==> config.mk <==
export PLATFORM = sky130hd
export DESIGN_NAME = cyc_acct_top
export DESIGN_NICKNAME = d
export VERILOG_FILES = /design/src/rtl/cyc_acct_pkg.sv /design/src/rtl/cyc_acct_cost.sv /design/src/rtl/cyc_acct_cnt.sv /design/src/rtl/cyc_acct_top.sv
export SDC_FILE = /design/constraint.sdc
export NUM_CORES = 1
export LEC_CHECK = 0
export BUFFER_PORTS_ARGS = -buffer_cell sky130_fd_sc_hd__buf_2
export CAP_MARGIN = 20
export CORE_ASPECT_RATIO = 0.9
export CORE_UTILIZATION = 61
export CTS_BUF_LIST = sky130_fd_sc_hd__clkbuf_4 sky130_fd_sc_hd__clkbuf_8
export CTS_CLUSTER_SIZE = 8
export DETAILED_ROUTE_END_ITERATION = 10
export PLACE_DENSITY = 0.89
export SETUP_SLACK_MARGIN = 0.4
export SYNTH_ARGS = -nofsm -noshare
export SYNTH_HDL_FRONTEND = slang
export SYNTH_HIERARCHICAL = 1
export SYNTH_SLANG_ARGS = --single-unit
==> constraint.sdc <==
create_clock -name clk_i -period 6.4 [get_ports clk_i]
set_clock_uncertainty 0.2 [all_clocks]
set_input_delay 1.6 -clock clk_i [delete_from_list [all_inputs] [get_ports clk_i]]
set_output_delay 1.6 -clock clk_i [all_outputs]
set_load 0.01 [all_outputs]
==> src/rtl/cyc_acct_pkg.sv <==
package cyc_acct_pkg;
  localparam int unsigned CLS_W = 3;

  typedef enum logic [CLS_W-1:0] {
    CLS_ALU    = 3'd0,
    CLS_LOAD   = 3'd1,
    CLS_STORE  = 3'd2,
    CLS_MUL    = 3'd3,
    CLS_BSHIFT = 3'd4,
    CLS_ACCEL  = 3'd5,
    CLS_DIV    = 3'd6,
    CLS_BRANCH = 3'd7
  } instr_cls_e;

  localparam int unsigned BASE_COST  = 1;
  localparam int unsigned MEM_PEN    = 1;
  localparam int unsigned ARITH_PEN  = 1;
  localparam int unsigned DIV_PEN    = 33;
  localparam int unsigned TAKEN_PEN  = 1;
  localparam int unsigned NODS_PEN   = 1;
  localparam int unsigned MAX_COST   = BASE_COST + DIV_PEN + TAKEN_PEN + NODS_PEN;
  localparam int unsigned COST_W     = $clog2(MAX_COST + 1);
endpackage

==> src/rtl/cyc_acct_cost.sv <==
module cyc_acct_cost
  import cyc_acct_pkg::*;
#(
  parameter bit BRANCH_EN = 1'b1
) (
  input  logic              vld_i,
  input  logic [CLS_W-1:0]  cls_i,
  input  logic              taken_i,
  input  logic              dslot_i,
  output logic [COST_W-1:0] cost_o
);
  logic [COST_W-1:0] class_cost;
  logic [COST_W-1:0] br_cost;

  always_comb begin
    unique case (instr_cls_e'(cls_i))
      CLS_LOAD, CLS_STORE:            class_cost = COST_W'(BASE_COST + MEM_PEN);
      CLS_MUL, CLS_BSHIFT, CLS_ACCEL: class_cost = COST_W'(BASE_COST + ARITH_PEN);
      CLS_DIV:                        class_cost = COST_W'(BASE_COST + DIV_PEN);
      default:                        class_cost = COST_W'(BASE_COST);
    endcase
  end

  generate
    if (BRANCH_EN) begin : g_branch
      always_comb begin
        br_cost = '0;
        if (instr_cls_e'(cls_i) == CLS_BRANCH && taken_i) begin
          br_cost = COST_W'(TAKEN_PEN);
          if (!dslot_i) br_cost = COST_W'(TAKEN_PEN + NODS_PEN);
        end
      end
    end else begin : g_no_branch
      logic unused_flags;
      assign unused_flags = taken_i ^ dslot_i;
      assign br_cost = '0;
    end
  endgenerate

  assign cost_o = vld_i ? (class_cost + br_cost) : '0;
endmodule

==> src/rtl/cyc_acct_cnt.sv <==
module cyc_acct_cnt #(
  parameter int unsigned W     = 32,
  parameter int unsigned INC_W = 7
) (
  input  logic             clk_i,
  input  logic             rst_ni,
  input  logic             clr_i,
  input  logic [INC_W-1:0] inc_i,
  output logic [W-1:0]     cnt_o
);
  always_ff @(posedge clk_i or negedge rst_ni) begin
    if (!rst_ni)    cnt_o <= '0;
    else if (clr_i) cnt_o <= '0;
    else            cnt_o <= cnt_o + W'(inc_i);
  end


  a_r8_clr_zero: assert property (@(posedge clk_i) disable iff (!rst_ni)
    clr_i |=> cnt_o == '0);
endmodule

==> src/rtl/cyc_acct_top.sv <==
module cyc_acct_top
  import cyc_acct_pkg::*;
#(
  parameter int unsigned CNT_W   = 32,
  parameter int unsigned RPT_OFS = 2
) (
  input  logic             clk_i,
  input  logic             rst_ni,
  input  logic             clr_i,
  input  logic             vld0_i,
  input  logic [2:0]       cls0_i,
  input  logic             taken0_i,
  input  logic             dslot0_i,
  input  logic             vld1_i,
  input  logic [2:0]       cls1_i,
  output logic [CNT_W-1:0] inst_cnt_o,
  output logic [CNT_W-1:0] cyc_cnt_o,
  output logic [CNT_W-1:0] cyc_rpt_o
);
  localparam int unsigned LANES  = 2;
  localparam int unsigned SUM_W  = COST_W + 1;
  localparam int unsigned NINC_W = $clog2(LANES + 1);

  logic [LANES-1:0]              lane_vld;
  logic [LANES-1:0][CLS_W-1:0]   lane_cls;
  logic [LANES-1:0]              lane_tkn;
  logic [LANES-1:0]              lane_ds;
  logic [LANES-1:0][COST_W-1:0]  lane_cost;
  logic [SUM_W-1:0]              cyc_inc;
  logic [NINC_W-1:0]             inst_inc;

  assign lane_vld = {vld1_i, vld0_i};
  assign lane_cls = {cls1_i, cls0_i};
  assign lane_tkn = {1'b0, taken0_i};
  assign lane_ds  = {1'b0, dslot0_i};

  // only the primary lane may carry a branch penalty
  for (genvar l = 0; l < LANES; l++) begin : g_lane
    cyc_acct_cost #(.BRANCH_EN(l == 0)) i_cost (
      .vld_i   (lane_vld[l]),
      .cls_i   (lane_cls[l]),
      .taken_i (lane_tkn[l]),
      .dslot_i (lane_ds[l]),
      .cost_o  (lane_cost[l])
    );
  end

  always_comb begin
    cyc_inc  = '0;
    inst_inc = '0;
    for (int l = 0; l < LANES; l++) begin
      cyc_inc  = cyc_inc + SUM_W'(lane_cost[l]);
      inst_inc = inst_inc + NINC_W'(lane_vld[l]);
    end
  end

  cyc_acct_cnt #(.W(CNT_W), .INC_W(NINC_W)) i_inst_cnt (
    .clk_i  (clk_i),
    .rst_ni (rst_ni),
    .clr_i  (clr_i),
    .inc_i  (inst_inc),
    .cnt_o  (inst_cnt_o)
  );

  cyc_acct_cnt #(.W(CNT_W), .INC_W(SUM_W)) i_cyc_cnt (
    .clk_i  (clk_i),
    .rst_ni (rst_ni),
    .clr_i  (clr_i),
    .inc_i  (cyc_inc),
    .cnt_o  (cyc_cnt_o)
  );

  assign cyc_rpt_o = (cyc_cnt_o != '0) ? cyc_cnt_o + CNT_W'(RPT_OFS) : '0;


  a_r1_inst_step: assert property (@(posedge clk_i) disable iff (!rst_ni)
    (!clr_i && (vld0_i || vld1_i)) |=>
      inst_cnt_o == $past(inst_cnt_o) + CNT_W'($past(vld0_i)) + CNT_W'($past(vld1_i)));


  a_r4_div_cost: assert property (@(posedge clk_i) disable iff (!rst_ni)
    (!clr_i && vld0_i && cls0_i == CLS_DIV && !vld1_i) |=>
      cyc_cnt_o == $past(cyc_cnt_o) + CNT_W'(34));


  a_r10_idle_hold: assert property (@(posedge clk_i) disable iff (!rst_ni)
    (!clr_i && !vld0_i && !vld1_i) |=> $stable(inst_cnt_o) && $stable(cyc_cnt_o));


  a_r7_rpt_zero: assert property (@(posedge clk_i) disable iff (!rst_ni)
    (cyc_cnt_o == '0) |-> (cyc_rpt_o == '0));
endmodule

==> metrics.log <==
INFO  metric h-tree-depth = 3
INFO  metric route.detailed.drc = 0
INFO  metric run_status = finished, final reports clean
INFO  metric wl_met1 = 5100 µm
INFO  metric grt.overflow.total = 0
INFO  metric endpoint = i_cyc_cnt/cnt_o[30]$_DFF_PN0_
INFO  metric route.vias.total = 4,479
INFO  metric gr-usage-all-layers = 0.322
INFO  metric die_x = 93.7 µm
INFO  metric drt_iter0_drc = 376
INFO  metric path_clk_slew = 0.07 ns
INFO  metric top_signal_layer_used = met4
INFO  metric layout-area-overhead-vs-synth = 15.8%
INFO  metric io_pins = 109
INFO  metric final.fill_count = 540
INFO  metric critical_path_arrival = 5.58 ns
INFO  metric class_of_the_worst_hold_path = flip-flop to flip-flop
INFO  metric dr.pass1.iters = 5
INFO  metric crit_required = 6.45 ns
INFO  metric critical_path_class = primary input to flip-flop
INFO  metric antenna_found_initial = 0
INFO  metric met3WireLength = 893 µm
INFO  metric yosys_warnings = 6
INFO  metric tritoncts.num_buffers = 9
INFO  metric dr_wl_met2 = 5730 µm
INFO  metric synth_instances = 513
INFO  metric clock_latency_reported_for_the_late_side_of_the_worst_skew_pair = 0.34 ns
INFO  metric cts_max_path_buffers = 2
INFO  metric core_area = 0.00718 mm²
INFO  metric grt_start_max_net_pins = 65
INFO  metric num_rows = 29
INFO  metric worst-r2r-setup-slack = 3.57 ns
INFO  metric count_of_hold_fix_buffers_inserted_at_cts = 0
INFO  metric beginning_of_the_critical_path = cls0_i[1]
INFO  metric initial_core_utilization = 0.642
INFO  metric fin_setup_tns = 0 ns
INFO  metric timing.critical_path.from_type = primary input
INFO  metric cts_num_sinks = 64
INFO  metric cts_tree = built
INFO  metric clockRootBuffer = sky130_fd_sc_hd__clkbuf_8
INFO  metric routabilityCongestion = 0.900
INFO  metric final_net_count = 650
INFO  metric floorplan.die_area = 0.00792 mm²
INFO  metric postSynthAreaPerCell = 9.00 µm²
INFO  metric ant_nets = 0
INFO  metric drv_cap = 0
INFO  metric grt_setup_unrepaired = no
INFO  metric hpwl = 8500 µm
INFO  metric power.leakage = 2.55 nW
INFO  metric post_cts_resized = 0
INFO  metric via_count_of_the_first_global_routing_pass = 4,205
INFO  metric final_min_period_over_clock_period = 0.864
INFO  metric setup_violations = 0
INFO  metric reg2reg_to = i_cyc_cnt/cnt_o[30]$_DFF_PN0_
INFO  metric ir_drop = 0.129 mV
INFO  metric worstMarginPinSlew = 0.804 ns
INFO  metric timing.reg2reg.worst_path_depth = 7
INFO  metric layout_min_cycle_time = 5.53 ns
INFO  metric routedWlPerCell = 17.0 µm
INFO  metric postRouteWirelength = 12,100 µm
INFO  metric port_buffers = 108
INFO  metric post_cts_buffers = 0
INFO  metric timing.hold.ws = 0.363 ns
INFO  metric report.final.hold_viol_count = 0
INFO  metric final_max_slew_viol_count = 0
INFO  metric synth_area = 0.00462 mm²
INFO  metric power_density = 206 mW/mm²
INFO  metric fmax = 0.181 GHz
INFO  metric n_antenna_cell = 0
INFO  metric slew_headroom = 0.464
INFO  metric setup.worst_path.end_class = flip-flop
INFO  metric global_route_wire_length_before_repair = 20,200 µm
INFO  metric critical_path.max_fanout = 10
INFO  metric r2r_start = i_cyc_cnt/cnt_o[1]$_DFF_PN0_
INFO  metric chipHeight = 84.5 µm
INFO  metric vias_per_cell = 6.30
INFO  metric final_layout_size_suffix_gt1_frac = 0.241
cell type report:
cell class / instances / area, µm² / share of cell area
clock buffers: 9 / 124 / 0.0232
well taps: 93 / 116 / 0.0218
flip-flops and latches: 64 / 1600 / 0.300
repair buffers: 111 / 563 / 0.105
clock inverters: 6 / 61.3 / 0.0115
multi-input cells: 414 / 2830 / 0.529
inverters: 14 / 52.6 / 0.00983
worst max-delay path, stage by stage:
cell and delay [ns]:
sky130_fd_sc_hd__buf_2 0.11, sky130_fd_sc_hd__or3_1 0.36, sky130_fd_sc_hd__nand2_1 0.12, sky130_fd_sc_hd__ha_1 0.16, sky130_fd_sc_hd__inv_1 0.05, sky130_fd_sc_hd__fa_1 0.44
sky130_fd_sc_hd__nor2b_1 0.23, sky130_fd_sc_hd__ha_1 0.28, sky130_fd_sc_hd__a21o_1 0.17, sky130_fd_sc_hd__a21oi_1 0.26, sky130_fd_sc_hd__xnor2_1 0.11, sky130_fd_sc_hd__ha_1 0.37
sky130_fd_sc_hd__o211ai_1 0.14, sky130_fd_sc_hd__a21oi_2 0.23, sky130_fd_sc_hd__o21ai_1 0.24, sky130_fd_sc_hd__or4_1 0.55, sky130_fd_sc_hd__a21oi_1 0.16
where the power goes:
group / switching [mW] / internal (mW)
clock network: 0.162 / 0.176
registers: 0.0425 / 0.423
logic: 0.175 / 0.121
flip-flops by register name, summed over array words and instances, names as in the netlist:
register,cells
i_inst_cnt/cnt_o,32
i_cyc_cnt/cnt_o,32
placed cells by master (no fill, tap or decap), drive strengths merged, types with 13 or more instances in the layout:
cell   count
buf      111
dfrtp     64
nor2      43
xnor2     36
a21oi     36
nand3     34
nand4     28
nand2     27
xor2      24
ha        19
or4       18
o31ai     17
nor4      15
inv       14
or3       13
worst min-delay path by stage:
stage / startpoint / to / slack (ns) / cells past startpoint
after floorplan: i_inst_cnt/cnt_o[31]$_DFF_PN0_ / i_inst_cnt/cnt_o[31]$_DFF_PN0_ / 0.37 / 2
after global placement: i_inst_cnt/cnt_o[31]$_DFF_PN0_ / i_inst_cnt/cnt_o[31]$_DFF_PN0_ / 0.33 / 2
after detailed placement: i_inst_cnt/cnt_o[31]$_DFF_PN0_ / i_inst_cnt/cnt_o[31]$_DFF_PN0_ / 0.35 / 2
after CTS: i_inst_cnt/cnt_o[31]$_DFF_PN0_ / i_inst_cnt/cnt_o[31]$_DFF_PN0_ / 0.36 / 2
after global routing: i_inst_cnt/cnt_o[31]$_DFF_PN0_ / i_inst_cnt/cnt_o[31]$_DFF_PN0_ / 0.39 / 2
final: i_inst_cnt/cnt_o[31]$_DFF_PN0_ / i_inst_cnt/cnt_o[31]$_DFF_PN0_ / 0.36 / 2
routing by layer:
metal  track usage  up-vias
met1         0.435     2111
met4         0.171        0
li1              -     2094
met2         0.501      223
met3        0.0462       51
met5             0        -
through the flow:
stage          area [µm²]  utilization  power, mW  std cells  setup WS (ns)
2_1_floorplan        4630            -      0.665        516           1.01
3_3_place_gp         5160        0.718      0.749        696          0.735
3_5_place_dp         5160        0.718      0.760        696          0.578
4_1_cts              5340        0.744       1.09        711          0.887
5_1_grt              5340        0.744       1.16        711          0.577
6_report             5340        0.744       1.10        711          0.871
Power figures use the tool's default switching activity.
